**config.mk**
```make
export PLATFORM = sky130hd
export DESIGN_NAME = scsi_arb_filter
export DESIGN_NICKNAME = d
export VERILOG_FILES = /design/src/rtl/scsi_arb_pkg.sv /design/src/rtl/arb_bus_free_filter.sv /design/src/rtl/arb_delay_timer.sv /design/src/rtl/scsi_arb_filter.sv
export SDC_FILE = /design/constraint.sdc
export NUM_CORES = 1
export LEC_CHECK = 0
export ABC_CLOCK_PERIOD_IN_PS = 2200
export BUFFER_PORTS_ARGS = -buffer_cell sky130_fd_sc_hd__buf_4
export CORE_MARGIN = 2
export CORE_UTILIZATION = 50
export CTS_BUF_LIST = sky130_fd_sc_hd__clkbuf_4
export CTS_CLUSTER_DIAMETER = 30
export DETAILED_ROUTE_END_ITERATION = 8
export PLACE_DENSITY = 0.68
export SYNTH_ARGS = -nofsm -noshare
export SYNTH_HDL_FRONTEND = slang
export SYNTH_HIERARCHICAL = 1
export SYNTH_SLANG_ARGS = --single-unit
export TNS_END_PERCENT = 10
```
**constraint.sdc**
```tcl
create_clock -name clk -period 2.2 [get_ports clk]
set_input_delay 0.11 -clock clk [delete_from_list [all_inputs] [get_ports clk]]
set_output_delay 0.11 -clock clk [all_outputs]
set_load 0.01 [all_outputs]
```
**src/rtl/scsi_arb_pkg.sv**
```systemverilog
package scsi_arb_pkg;

  typedef enum logic [1:0] {
    ARB_IDLE   = 2'd0,
    ARB_WAIT   = 2'd1,
    ARB_SAMPLE = 2'd2
  } arb_state_e;

  // Whole clock cycles needed to cover a time in ns, rounded up.
  function automatic int unsigned ns_to_cycles(input int unsigned time_ns,
                                               input int unsigned period_ps);
    return (time_ns * 1000 + period_ps - 1) / period_ps;
  endfunction

  // Counter width able to hold the value n.
  function automatic int unsigned cnt_width(input int unsigned n);
    return (n < 2) ? 1 : $clog2(n + 1);
  endfunction

endpackage

```
**src/rtl/arb_bus_free_filter.sv**
```systemverilog
module arb_bus_free_filter #(
  parameter int unsigned FREE_CYC = 300
) (
  input  logic clk,
  input  logic rst_n,
  input  logic bsy_in,
  output logic bus_free
);
  localparam int unsigned W = scsi_arb_pkg::cnt_width(FREE_CYC);

  logic [W-1:0] idle_cnt;
  logic         at_limit;

  assign at_limit = (idle_cnt == W'(FREE_CYC));

  always_ff @(posedge clk or negedge rst_n) begin
    if (!rst_n)          idle_cnt <= '0;
    else if (bsy_in)     idle_cnt <= '0;
    else if (!at_limit)  idle_cnt <= idle_cnt + 1'b1;
  end

  assign bus_free = at_limit;

  // an active BSY sample clears the free indication.
  assert_busy_clears_R3: assert property (@(posedge clk) disable iff (!rst_n)
    bsy_in |=> !bus_free);

  // the count never passes its limit.
  assert_no_overflow_R2: assert property (@(posedge clk) disable iff (!rst_n)
    idle_cnt <= W'(FREE_CYC));
endmodule

```
**src/rtl/arb_delay_timer.sv**
```systemverilog
module arb_delay_timer #(
  parameter int unsigned DELAY_CYC = 550
) (
  input  logic clk,
  input  logic rst_n,
  input  logic run,
  output logic expire
);
  localparam int unsigned W = scsi_arb_pkg::cnt_width(DELAY_CYC);

  logic [W-1:0] tick;

  assign expire = run && (tick == W'(DELAY_CYC - 1));

  always_ff @(posedge clk or negedge rst_n) begin
    if (!rst_n)       tick <= '0;
    else if (!run)    tick <= '0;
    else if (!expire) tick <= tick + 1'b1;
  end

  // the timer stays inside its window.
  assert_timer_range_R5: assert property (@(posedge clk) disable iff (!rst_n)
    tick <= W'(DELAY_CYC - 1));

  // the count restarts from zero whenever the timer is idle.
  assert_timer_rearm_R5: assert property (@(posedge clk) disable iff (!rst_n)
    !run |=> tick == '0);
endmodule

```
**src/rtl/scsi_arb_filter.sv**
```systemverilog
module scsi_arb_filter #(
  parameter int unsigned CLK_PERIOD_PS = 4000,
  parameter int unsigned FREE_NS       = 1200,
  parameter int unsigned ARB_DELAY_NS  = 2200
) (
  input  logic clk,
  input  logic rst_n,
  input  logic bsy_in,
  input  logic sel_in,
  input  logic arb_req,
  output logic bsy_drive,
  output logic bus_free,
  output logic arb_in_progress,
  output logic arb_sample_ok,
  output logic arb_lost
);
  import scsi_arb_pkg::*;

  localparam int unsigned FREE_CYC  = ns_to_cycles(FREE_NS, CLK_PERIOD_PS);
  localparam int unsigned DELAY_CYC = ns_to_cycles(ARB_DELAY_NS, CLK_PERIOD_PS);

  arb_state_e state, state_nx;
  logic       lost_q;

  // Named internal events.
  logic start_arb;
  logic wait_done;
  logic release_arb;
  logic sel_in_wait;

  arb_bus_free_filter #(.FREE_CYC(FREE_CYC)) u_free (
    .clk      (clk),
    .rst_n    (rst_n),
    .bsy_in   (bsy_in),
    .bus_free (bus_free)
  );

  arb_delay_timer #(.DELAY_CYC(DELAY_CYC)) u_delay (
    .clk    (clk),
    .rst_n  (rst_n),
    .run    (state == ARB_WAIT),
    .expire (wait_done)
  );

  assign release_arb = !arb_req;
  assign start_arb   = (state == ARB_IDLE) && arb_req && bus_free && !sel_in;
  assign sel_in_wait = (state == ARB_WAIT) && arb_req && sel_in;

  always_comb begin
    state_nx = state;
    if (release_arb) begin
      state_nx = ARB_IDLE;
    end else begin
      case (state)
        ARB_IDLE:   if (start_arb) state_nx = ARB_WAIT;
        ARB_WAIT:   if (wait_done) state_nx = ARB_SAMPLE;
        ARB_SAMPLE: state_nx = ARB_SAMPLE;
        default:    state_nx = ARB_IDLE;
      endcase
    end
  end

  always_ff @(posedge clk or negedge rst_n) begin
    if (!rst_n) begin
      state  <= ARB_IDLE;
      lost_q <= 1'b0;
    end else begin
      state <= state_nx;
      if (release_arb)      lost_q <= 1'b0;
      else if (sel_in_wait) lost_q <= 1'b1;
    end
  end

  assign bsy_drive       = (state != ARB_IDLE);
  assign arb_in_progress = (state == ARB_WAIT);
  assign arb_sample_ok   = (state == ARB_SAMPLE);
  assign arb_lost        = lost_q;

  // BSY is only taken when all three start conditions were met.
  assert_start_conditions_R4: assert property (@(posedge clk) disable iff (!rst_n)
    $rose(bsy_drive) |-> ($past(arb_req) && $past(bus_free) && !$past(sel_in)));

  // a dropped request empties every status output on the next cycle.
  assert_release_R6: assert property (@(posedge clk) disable iff (!rst_n)
    !arb_req |=> (!bsy_drive && !arb_lost && !arb_sample_ok));

  // SEL seen during the wait latches the lost flag.
  assert_lost_set_R7: assert property (@(posedge clk) disable iff (!rst_n)
    (arb_in_progress && arb_req && sel_in) |=> arb_lost);

  // the sampling state is only reached from the wait.
  assert_sample_entry_R5: assert property (@(posedge clk) disable iff (!rst_n)
    $rose(arb_sample_ok) |-> $past(arb_in_progress));

  // the two phases are exclusive and BSY covers both.
  assert_phase_onehot_R8: assert property (@(posedge clk) disable iff (!rst_n)
    $onehot0({arb_in_progress, arb_sample_ok}) &&
    (bsy_drive == (arb_in_progress || arb_sample_ok)));
endmodule

```
# [Yosys cells after proc, flatten, opt, wreduce, memory -nomap -nowiden]
# Index checks and enable logic that the tools add are counted.
# Widths: inputs -> output; s select.
[totals] reg_bits=22
[classes] n_eq_ne=9 reduce_logical=10 addsub=2 mux=10
[op_table] cell="$mux 10" count=2
[op_table] cell="$mux 9" count=2
[op_table] cell="$add 10x1->10 const B" count=1
[op_table] cell="$eq 10x10->1 const B" count=1
[op_table] cell="$add 9x1->9 const B" count=1
[op_table] cell="$eq 9x9->1 const B" count=1
[op_table] cell="$logic_and 1x1->1" count=6
[op_table] cell="$mux 2" count=3
[op_table] cell="$ne 3x3->1 const B" count=2
[op_table] cell="$pmux 2 s3" count=1
[op_table] cell="$ne 2x2->1 const B" count=2
[op_table] cell="$eq 2x1->1 const B" count=1
[op_table] cell="$eq 2x2->1 const B" count=1
[op_table] cell="$logic_not 2->1" count=1
[op_table] cell="$mux 1" count=2
[op_table] cell="$ne 2x1->1 const B" count=1
[op_table] cell="$reduce_and 2->1" count=1
[op_table] cell="$reduce_bool 2->1" count=1
[op_table] cell="$logic_not 1->1" count=1

# [Longest topological paths before layout]
# Gate-level depths: netlist (run 1).
[depth] depth_word=7 ltp_mapped=7 mapped_depth_nobuf=7

# [By module]
# The synthesis (run 1) kept the hierarchy.
[by_module_without_submodules] module="arb_delay_timer" seq_area_each_um2=250.2 cells_per_inst=57 area_each_um2=556.8 n_inst=1
[by_module_without_submodules] module="arb_bus_free_filter" seq_area_each_um2=225.2 cells_per_inst=51 area_each_um2=493.0 n_inst=1
[by_module_without_submodules] module="scsi_arb_filter" seq_area_each_um2=75.1 cells_per_inst=19 area_each_um2=203.9 n_inst=1

# [Worst setup path after synthesis (run 1)]
# Ideal clock, no wire load.
[synth_timing] kind="reg-to-reg" start="register state[1]" end="register state[1]" arrival_ps=1501 required_time_ps=2121 setup_ps=79 n_path_buf=0 stages_incl_launch_ff=8 setup_slack_ps=619 period_less_slack_ps=1581 path_cell_list="dfrtp_1 inv_1 ha_1 inv_1 nor2_1 nor2b_4 a21oi_2 mux2i_1"
[synth_via] word_cells_on_any_way=12
[synth_rtl] element="start, declared" line_no="scsi_arb_filter.sv:22" rtl="arb_state_e state, state_nx;"
[synth_rtl] element="start signal, assigned" line_no="scsi_arb_filter.sv:68" rtl="state <= state_nx;"
[synth_rtl] element="$eq 2x1->1"
[synth_rtl] element="via arb_in_progress" line_no="scsi_arb_filter.sv:13" rtl="output logic arb_in_progress,"
[synth_rtl] element="$logic_and 1x1->1" line_no="arb_delay_timer.sv:13" rtl="assign expire = run && (tick == W'(DELAY_CYC - 1));"
[synth_rtl] element="via wait_done" line_no="scsi_arb_filter.sv:27" rtl="logic wait_done;"
[synth_rtl] element="$ne 3x3->1 (no source line)"
[synth_rtl] element="$reduce_and 2->1 (no source line)"
# The timed path passes the listed nets, and every way through them passes these cells.
# A chain may end at the register's enable or synchronous reset.

# [Worst setup path in the final report (run 1)]
[layout_timing] start="register u_free.idle_cnt[0]" end="output port bus_free"
[layout_via] elab_chain_cells=1
[layout_lines] element="start, declared" line_no="arb_bus_free_filter.sv:11" rtl="logic [W-1:0] idle_cnt;"
[layout_lines] element="start signal, assigned" line_no="arb_bus_free_filter.sv:19" rtl="else if (!at_limit) idle_cnt <= idle_cnt + 1'b1;"
[layout_lines] element="$eq 9x9->1" line_no="arb_bus_free_filter.sv:14" rtl="assign at_limit = (idle_cnt == W'(FREE_CYC));"
[layout_lines] element="end, declared" line_no="scsi_arb_filter.sv:12" rtl="output logic bus_free,"
# No other way between the ends.

==> results of run 1 <==
==> final cells by class <==
cell class	instances	area share
Multi-Input combinational cell	94	0.473
Tap cell	30	0.0271
Sequential cell	22	0.398
Clock buffer	3	0.0163
Timing Repair Buffer	11	0.0615
Inverter	9	0.0244
==> state kept, by name (all words and copies together), names as in the netlist <==
register and count:
u_delay/tick 10, u_free/idle_cnt 9, state 2, arb_lost 1
==> synth_stat cells, types with 2 or more instances <==
cell,n
dfrtp_1,22
a21oi_1,11
inv_1,9
nand2_1,8
o21ai_0,8
ha_1,7
nand3_1,7
or3_1,7
nand2b_1,5
nand4_1,5
nor2_1,5
mux2i_1,4
o31ai_1,3
a31oi_1,2
nor2b_1,2
or4_1,2
==> critical path: cells and delay by family, from the launching register on <==
kind	cells	cell delay, ns
AND/OR/NAND/NOR	2	0.56
buffers and inverters	2	0.22
flip-flops	1	0.44
adder cells (fa/ha/maj)	1	0.18
==> placed cells by master (no fill, tap or decap), types with 4 or more instances in the layout <==
master    Yosys  final
nand3_1       7      7
dfrtp_1      22     22
mux2i_1       4      4
ha_1          7      7
a21oi_1      11     11
nor2_1        5      5
or3_1         7      7
nand4_1       5      5
nand2_1       8      8
nand2b_1      5      5
buf_4         0     10
o21ai_0       8      8
inv_1         9      9
==> metrics by stage <==
step	utilization	setup WS (ns)
2_1_floorplan	-	0.619
3_3_place_gp	0.556	0.544
3_5_place_dp	0.556	0.503
4_1_cts	0.569	0.378
5_1_grt	0.569	0.265
6_report	0.569	0.388
==> final timing paths <==
check                                               start                             end  slack, ns  cells past startpoint
min in group asynchronous                           rst_n  u_free/idle_cnt[7]$_DFFE_PN0P_       0.21                      2
setup / recovery           u_free/idle_cnt[0]$_DFFE_PN0P_                        bus_free       0.39                      5
max in group asynchronous                           rst_n            arb_lost$_DFFE_PN0P_       1.77                      2
hold / removal                                     bsy_in  u_free/idle_cnt[5]$_DFFE_PN0P_       0.04                      2
setup reg to reg           u_free/idle_cnt[0]$_DFFE_PN0P_            state[1]$_DFFE_PN0P_       0.47                      7
hold reg to reg                      arb_lost$_DFFE_PN0P_            arb_lost$_DFFE_PN0P_       0.54                      2
==> layer usage <==
layer	routed length, um	up-vias
li1	-	488
met3	90	2
met5	0	-
met1	1100	484
met2	1100	16
met4	15	0
==> cell families (layout without fill, tap and decap cells) <==
family / Yosys count / count (layout) / synth area share
simple gates: 51 / 51 / 0.254
mux: 5 / 5 / 0.0439
flops: 22 / 22 / 0.439
xor+xnor: 1 / 1 / 0.00699
fa+ha+maj: 7 / 7 / 0.0699
buf+inv: 11 / 23 / 0.0389
compound gates: 30 / 30 / 0.147
==> where the power goes <==
group          internal [W]  switching, W   total, W
clock network     0.0000639      0.000114   0.000178
registers          0.000409    0.00000609   0.000415
logic             0.0000155     0.0000189  0.0000344
==> impl_metrics.csv, run 1 <==
group,metric,value,unit
run_status,outcome,"finished, final reports clean",
cts,clock_latency,0.30,ns
grt,use_met2,0.285,
sta,finalCritPeriodShare,0.824,
critical_path,crit_fanout,5,
placed_design,placed_area,1350,um^2
grt,gr-total-overflow,0,
routing,finalWirelength,2.30,mm
layout,regArea,551,um^2
pwr,p_total,0.000627,W
min_path,hold_path.class,"in -> reg",
critical_path,critPathMaxStageDelay,0.44,ns
flow_run,max_cap_viol_count,0,
routing,drt_iter0_markers,25,
logic_synthesis,synth_edf_count,0,
grt,grt_use_met3,0.0528,
sta,drv_slew,0,
logic_synthesis,async_flop_share,1.00,
grt,track_usage,0.182,
floorplanning,start_util,0.515,
layout,multiInputGateArea,654,um^2
critical_path,cpMaxStageDelayCell,"dfrtp_1",
critical_path,worstSetupPathType,"reg -> out",
grt,grt_max_degree,23,
grt,antenna_found_initial,0,
logic_synthesis,syn_inst,127,
cts,cts_max_level,1,
layout,diodes,0,
cts,numCtsBuffers,3,
routing,vias,990,
logic_synthesis,yosys_warnings,6,
layout,fillers,225,
cts,clockBufferDepth,2,
grt,met1_usage,0.249,
logic_synthesis,synth-main-ff-cell,"dfrtp_1",
floorplanning,die_w,54.1,um
critical_path,path_cells,"inv_1 > ha_1 > and4bb_1 > and4_4 > buf_4",
logic_synthesis,netlist_area,1250,um^2
floorplanning,pin_count,10,
placed_design,gp_congestion,0.791,
routing,vias_per_cell,5.86,
grt,grt_pass1_wl,3.79,mm
logic_synthesis,ys_seq_elements,22,
sta,tightestPinTransition,0.327,ns
pwr,irDropWorstVdd,0.429,mV
layout,final_cells,169,
sta,finalCriticalPeriod,1.81,ns
cts,cts.sinks,22,
routing,firstDrtPassIters,4,
cts,postCtsSetupBuffers,0,
logic_synthesis,synth_area_leaders,"dfrtp_1 44%, ha_1 7.0%, a21oi_1 4.4%",
sta,hold_violations,0,
routing,wl_per_cell,13.6,um
logic_synthesis,avgSynthCellArea,9.87,um^2
layout,drive_above_1_share,0.144,
cts,holdBufCountCts,1,
critical_path,arrival,1.70,ns
placed_design,dpl.cell_count,165,
logic_synthesis,yosysTopAreaCellShare,0.439,
cts,cts.reportedPaths.clkPinSlew,0.11,ns
sta,finalSetupTns,0,ns
critical_path,startpoint_type,"flop",
layout,syn2layout_area_growth,10.4,%
placed_design,numPortBuffers,9,
floorplanning,die-area,2920,um^2
pwr,leakage,0.558,nW
routing,ant_nets,0,
logic_synthesis,yosysSeqAreaShare,0.439,
floorplanning,rows,18,
pwr,powerDensity,453,nW/um^2
logic_synthesis,synth_largest_area_cell,"dfrtp_1",
sta,max-slew-margin-rel,0.779,
placed_design,hpwl,1.70,mm
sta,finalSetupViolCount,0,
critical_path,critPathRequiredTime,2.09,ns
grt,grt_pass1_vias,876,
cts,cts_root_buffer,"clkbuf_4",
sta,fin_hold_ws,0.0368,ns
layout,fin_nets,153,
floorplanning,core_area,2430,um^2
logic_synthesis,yosys.cell_types.count,36,
grt,busiest_layer,"met2",
sta,max_freq,552,MHz
logic_synthesis,syn-num-nets,139,
routing,drcViolationCount,0,
sta,skew,0.000775,ns
layout,final_cell_area,1380,um^2
floorplanning,die_y,54.1,um
cts,cts_tree,"built",
cts,ctsResizeCount,0,
sta,rsz0062_at_grt,"no",
critical_path,endpoint_kind,"primary output",
No activity file was read; power rests on OpenSTA's default activity.
==> run 2, diff against run 1 <==
--- a/config.mk
+++ b/config.mk
@@ -5,14 +5,15 @@
 export SDC_FILE = /design/constraint.sdc
 export NUM_CORES = 1
 export LEC_CHECK = 0
-export ABC_CLOCK_PERIOD_IN_PS = 2200
+export ABC_AREA = 1
+export ABC_CLOCK_PERIOD_IN_PS = 1660
 export BUFFER_PORTS_ARGS = -buffer_cell sky130_fd_sc_hd__buf_4
 export CORE_MARGIN = 2
 export CORE_UTILIZATION = 50
 export CTS_BUF_LIST = sky130_fd_sc_hd__clkbuf_4
 export CTS_CLUSTER_DIAMETER = 30
 export DETAILED_ROUTE_END_ITERATION = 8
-export PLACE_DENSITY = 0.68
+export PLACE_DENSITY = 0.71
 export SYNTH_ARGS = -nofsm -noshare
 export SYNTH_HDL_FRONTEND = slang
 export SYNTH_HIERARCHICAL = 1
==> constraint.sdc (replaced) <==
create_clock -name clk -period 1.66 [get_ports clk]
set_input_delay 0.083 -clock clk [delete_from_list [all_inputs] [get_ports clk]]
set_output_delay 0.083 -clock clk [all_outputs]
set_load 0.01 [all_outputs]
==> run 2 against run 1 <==
- register-to-register slack got worse by 0.26 ns
- critical path depth increased by 2
- clock skew up 0.0079 ns
- synthesized cell count up 48%
- sequential cell count unchanged
- die area up 9.3%
- first-iteration DRC count grew 32%
- utilization is 1.7 points higher
- critical path type unchanged
- largest cell class unchanged
- highest routed layer unchanged
==> impl_metrics.csv, run 2 <==
group,metric,value,unit
logic_synthesis,syn_inst,188,
min_path,hold_end,"arb_lost$_DFFE_PN0P_",
run_status,outcome,"finished, final reports clean",
critical_path,startpoint_type,"flop",
min_path,min_from,"sel_in",
logic_synthesis,yosysSeqAreaShare,0.399,
grt,grt_pass1_vias,1119,
cts,cts_max_level,1,
pwr,internal_power,0.000892,W
grt,antenna_found_initial,0,
logic_synthesis,synth_largest_area_cell,"dfrtp_1",
pwr,leakage,0.787,nW
critical_path,r2r_start,"u_free/idle_cnt[0]$_DFFE_PN0P_",
cts,cts_root_buffer,"clkbuf_4",
placed_design,placed_area,1500,um^2
critical_path,path_cells,"inv_2 > ha_1 > nand2_1 > nor2_4 > nand2_4 > clkinv_2 > buf_4",
sta,drv_slew,0,
cts,clockBufferDepth,2,
routing,firstDrtPassIters,4,
logic_synthesis,synth_edf_count,0,
routing,vias_per_cell,5.03,
layout,top_register,"u_delay/tick",
sta,tightestPinTransition,0.292,ns
cts,numCtsBuffers,3,
sta,fin_ws,0.0986,ns
routing,drcViolationCount,0,
pwr,netSwitchingPower,0.000493,W
floorplanning,core_area,2690,um^2
sta,finalCritPeriodShare,0.941,
cts,cts.reportedPaths.clkPinSlew,0.13,ns
logic_synthesis,yosysMostFrequentCell,"nand2_1",
cts,cts_tree,"built",
placed_design,numPortBuffers,9,
critical_path,r2r_cells,11,
floorplanning,die_y,56.5,um
layout,fin_nets,220,
routing,vias,1198,
logic_synthesis,avgSynthCellArea,7.34,um^2
layout,layout_commonest_cell,"nand2_1",
placed_design,gp_congestion,0.829,
placed_design,dp_slack,0.143,ns
logic_synthesis,async_flop_share,1.00,
critical_path,critPathMaxStageDelay,0.44,ns
sta,skew,0.00867,ns
logic_synthesis,synth_common_cells,"48 x nand2_1, 27 x inv_1, 24 x nor2_1, 22 x dfrtp_1, 20 x nand3_1",
placed_design,hpwl,1.97,mm
routing,ant_nets,0,
flow_run,max_cap_viol_count,0,
sta,max-slew-margin-rel,0.804,
logic_synthesis,synth_area_leaders,"dfrtp_1 40%, nand2_1 13%, inv_1 7.3%",
critical_path,cpMaxStageDelayCell,"dfrtp_1",
layout,reg_top3,"u_delay/tick: 10 flops, u_free/idle_cnt: 9 flops, state: 2 flops",
min_path,hold_path.class,"in -> reg",
cts,clock_latency,0.31,ns
layout,syn2layout_area_growth,14.0,%
sta,finalSetupTns,0,ns
layout,final_cell_mix,"48 x nand2_1, 26 x inv_1, 24 x nor2_1, 22 x dfrtp_1, 20 x nand3_1",
layout,multiInputGateArea,712,um^2
min_path,holdPathStages,3,
logic_synthesis,ys_seq_elements,22,
critical_path,crit_fanout,5,
grt,gr-total-overflow,0,
layout,fillers,235,
sta,finalCriticalPeriod,1.56,ns
layout,drive_above_1_share,0.179,
logic_synthesis,syn-num-nets,200,
floorplanning,rows,19,
grt,grt_max_degree,23,
grt,grt_pass1_wl,4.53,mm
layout,regArea,551,um^2
critical_path,endpoint_kind,"primary output",
pwr,irDropWorstVdd,0.818,mV
floorplanning,die_w,56.5,um
pwr,clockPowerShare,0.182,
logic_synthesis,yosys_warnings,6,
logic_synthesis,netlist_area,1380,um^2
cts,cts.sinks,22,
sta,finalSetupViolCount,0,
pwr,switching_share,0.356,
sta,max_freq,640,MHz
logic_synthesis,yosysTopAreaCellShare,0.399,
floorplanning,pin_count,10,
sta,hold_violations,0,
critical_path,arrival,1.48,ns
logic_synthesis,yosys.cell_types.count,23,
grt,track_usage,0.180,
critical_path,cp.buffers_inverters,3,
critical_path,critPathRequiredTime,1.58,ns
logic_synthesis,synth-main-ff-cell,"dfrtp_1",
critical_path,r2r-end,"state[1]$_DFFE_PN0P_",
layout,final_cell_area,1570,um^2
critical_path,ff2ff_setup_slack,0.21,ns
routing,drt_iter0_markers,33,
critical_path,worstSetupPathType,"reg -> out",
routing,finalWirelength,2.63,mm
pwr,pwr-share-seq,0.452,
pwr,pwr-share-comb,0.366,
floorplanning,die-area,3200,um^2
critical_path,cpLargestDelayFamily,"flip-flops",
layout,largest_reg_flops,10,
layout,diodes,0,
routing,wl_per_cell,11.0,um
pwr,powerDensity,881,nW/um^2
floorplanning,start_util,0.514,
[run 2: cell types whose count changed after synthesis, moves of 3 or more]
cell	before	now
a21oi_1	11	7
nor2_2	0	3
nand2b_1	5	0
mux2i_1	4	0
nand2_1	8	48
o31ai_1	3	0
o21ai_0	8	1
or3_1	7	0
nor2_4	0	4
inv_1	9	27
nand2_2	0	6
nand3_1	7	20
nor2_1	5	24
[run 2: routing by layer]
layer	vias up	track usage	routed length, um
li1	624	-	-
met1	549	0.213	1110
met2	23	0.324	1400
met3	2	0.0230	94
met5	-	0	0
met4	0	0.0748	17
[run 2: layout make-up]
cell class,count,area share
inverters,31,0.0748
flip-flops and latches,22,0.350
clock inverters,1,0.00239
well taps,31,0.0247
multi-input cells,134,0.453
clock buffers,3,0.0143
repair buffers,16,0.0811
[run 2: per-stage QoR]
stage                     utilization  std cells  total power, W  hold slack (ns)
after floorplan                     -        188        0.000949           -0.213
after global placement          0.560        230         0.00112          -0.0114
after detailed placement        0.560        230         0.00114         -0.00436
after CTS                       0.581        237         0.00140          0.00477
after global routing            0.585        238         0.00151           0.0142
final                           0.585        238         0.00138           0.0129
[run 2: tightest hold or removal path, delay by kind of cell]
family / cells / cell delay (ns)
buf+inv: 1 / 0.08
simple gates: 1 / 0.08
compound gates: 1 / 0.05
[run 2: power by group through the flow]
stage	combinational [W]	sequential, W	clock [W]
2_1_floorplan	0.000306	0.000644	0
3_3_place_gp	0.000484	0.000634	0
3_5_place_dp	0.000504	0.000636	0
4_1_cts	0.000511	0.000626	0.000263
5_1_grt	0.000592	0.000633	0.000288
6_report	0.000507	0.000626	0.000252
[run 2: cell families (layout without fill, tap and decap cells)]
kind of cell	after synthesis	count (layout)	share of synthesized area
XOR/XNOR	1	1	0.00635
AND/OR/NAND/NOR	116	116	0.404
flip-flops	22	22	0.399
adder cells (fa/ha/maj)	7	7	0.0635
AO/OA/AOI/OAI	10	10	0.0381
buffers and inverters	32	51	0.0888
[run 2: worst max-delay path by stage]
stage                                        start              endpoint  slack (ns)  depth (start not counted)
floorplan                     state[1]$_DFFE_PN0P_  state[0]$_DFFE_PN0P_        0.21                         10
global placement    u_free/idle_cnt[0]$_DFFE_PN0P_  state[0]$_DFFE_PN0P_        0.22                         11
detailed placement  u_free/idle_cnt[0]$_DFFE_PN0P_  state[1]$_DFFE_PN0P_        0.14                         11
CTS                 u_free/idle_cnt[0]$_DFFE_PN0P_              bus_free       0.009                          7
global route        u_free/idle_cnt[0]$_DFFE_PN0P_              bus_free      -0.002                          7
finish              u_free/idle_cnt[0]$_DFFE_PN0P_              bus_free         0.1                          7
[run 2: repair_timing]
item,in CTS,in global routing
hold buffers,3,0
setup buffers,0,1
resized for setup,0,2
endpoints found under the setup margin,0,3
hold endpoints to repair,25,0
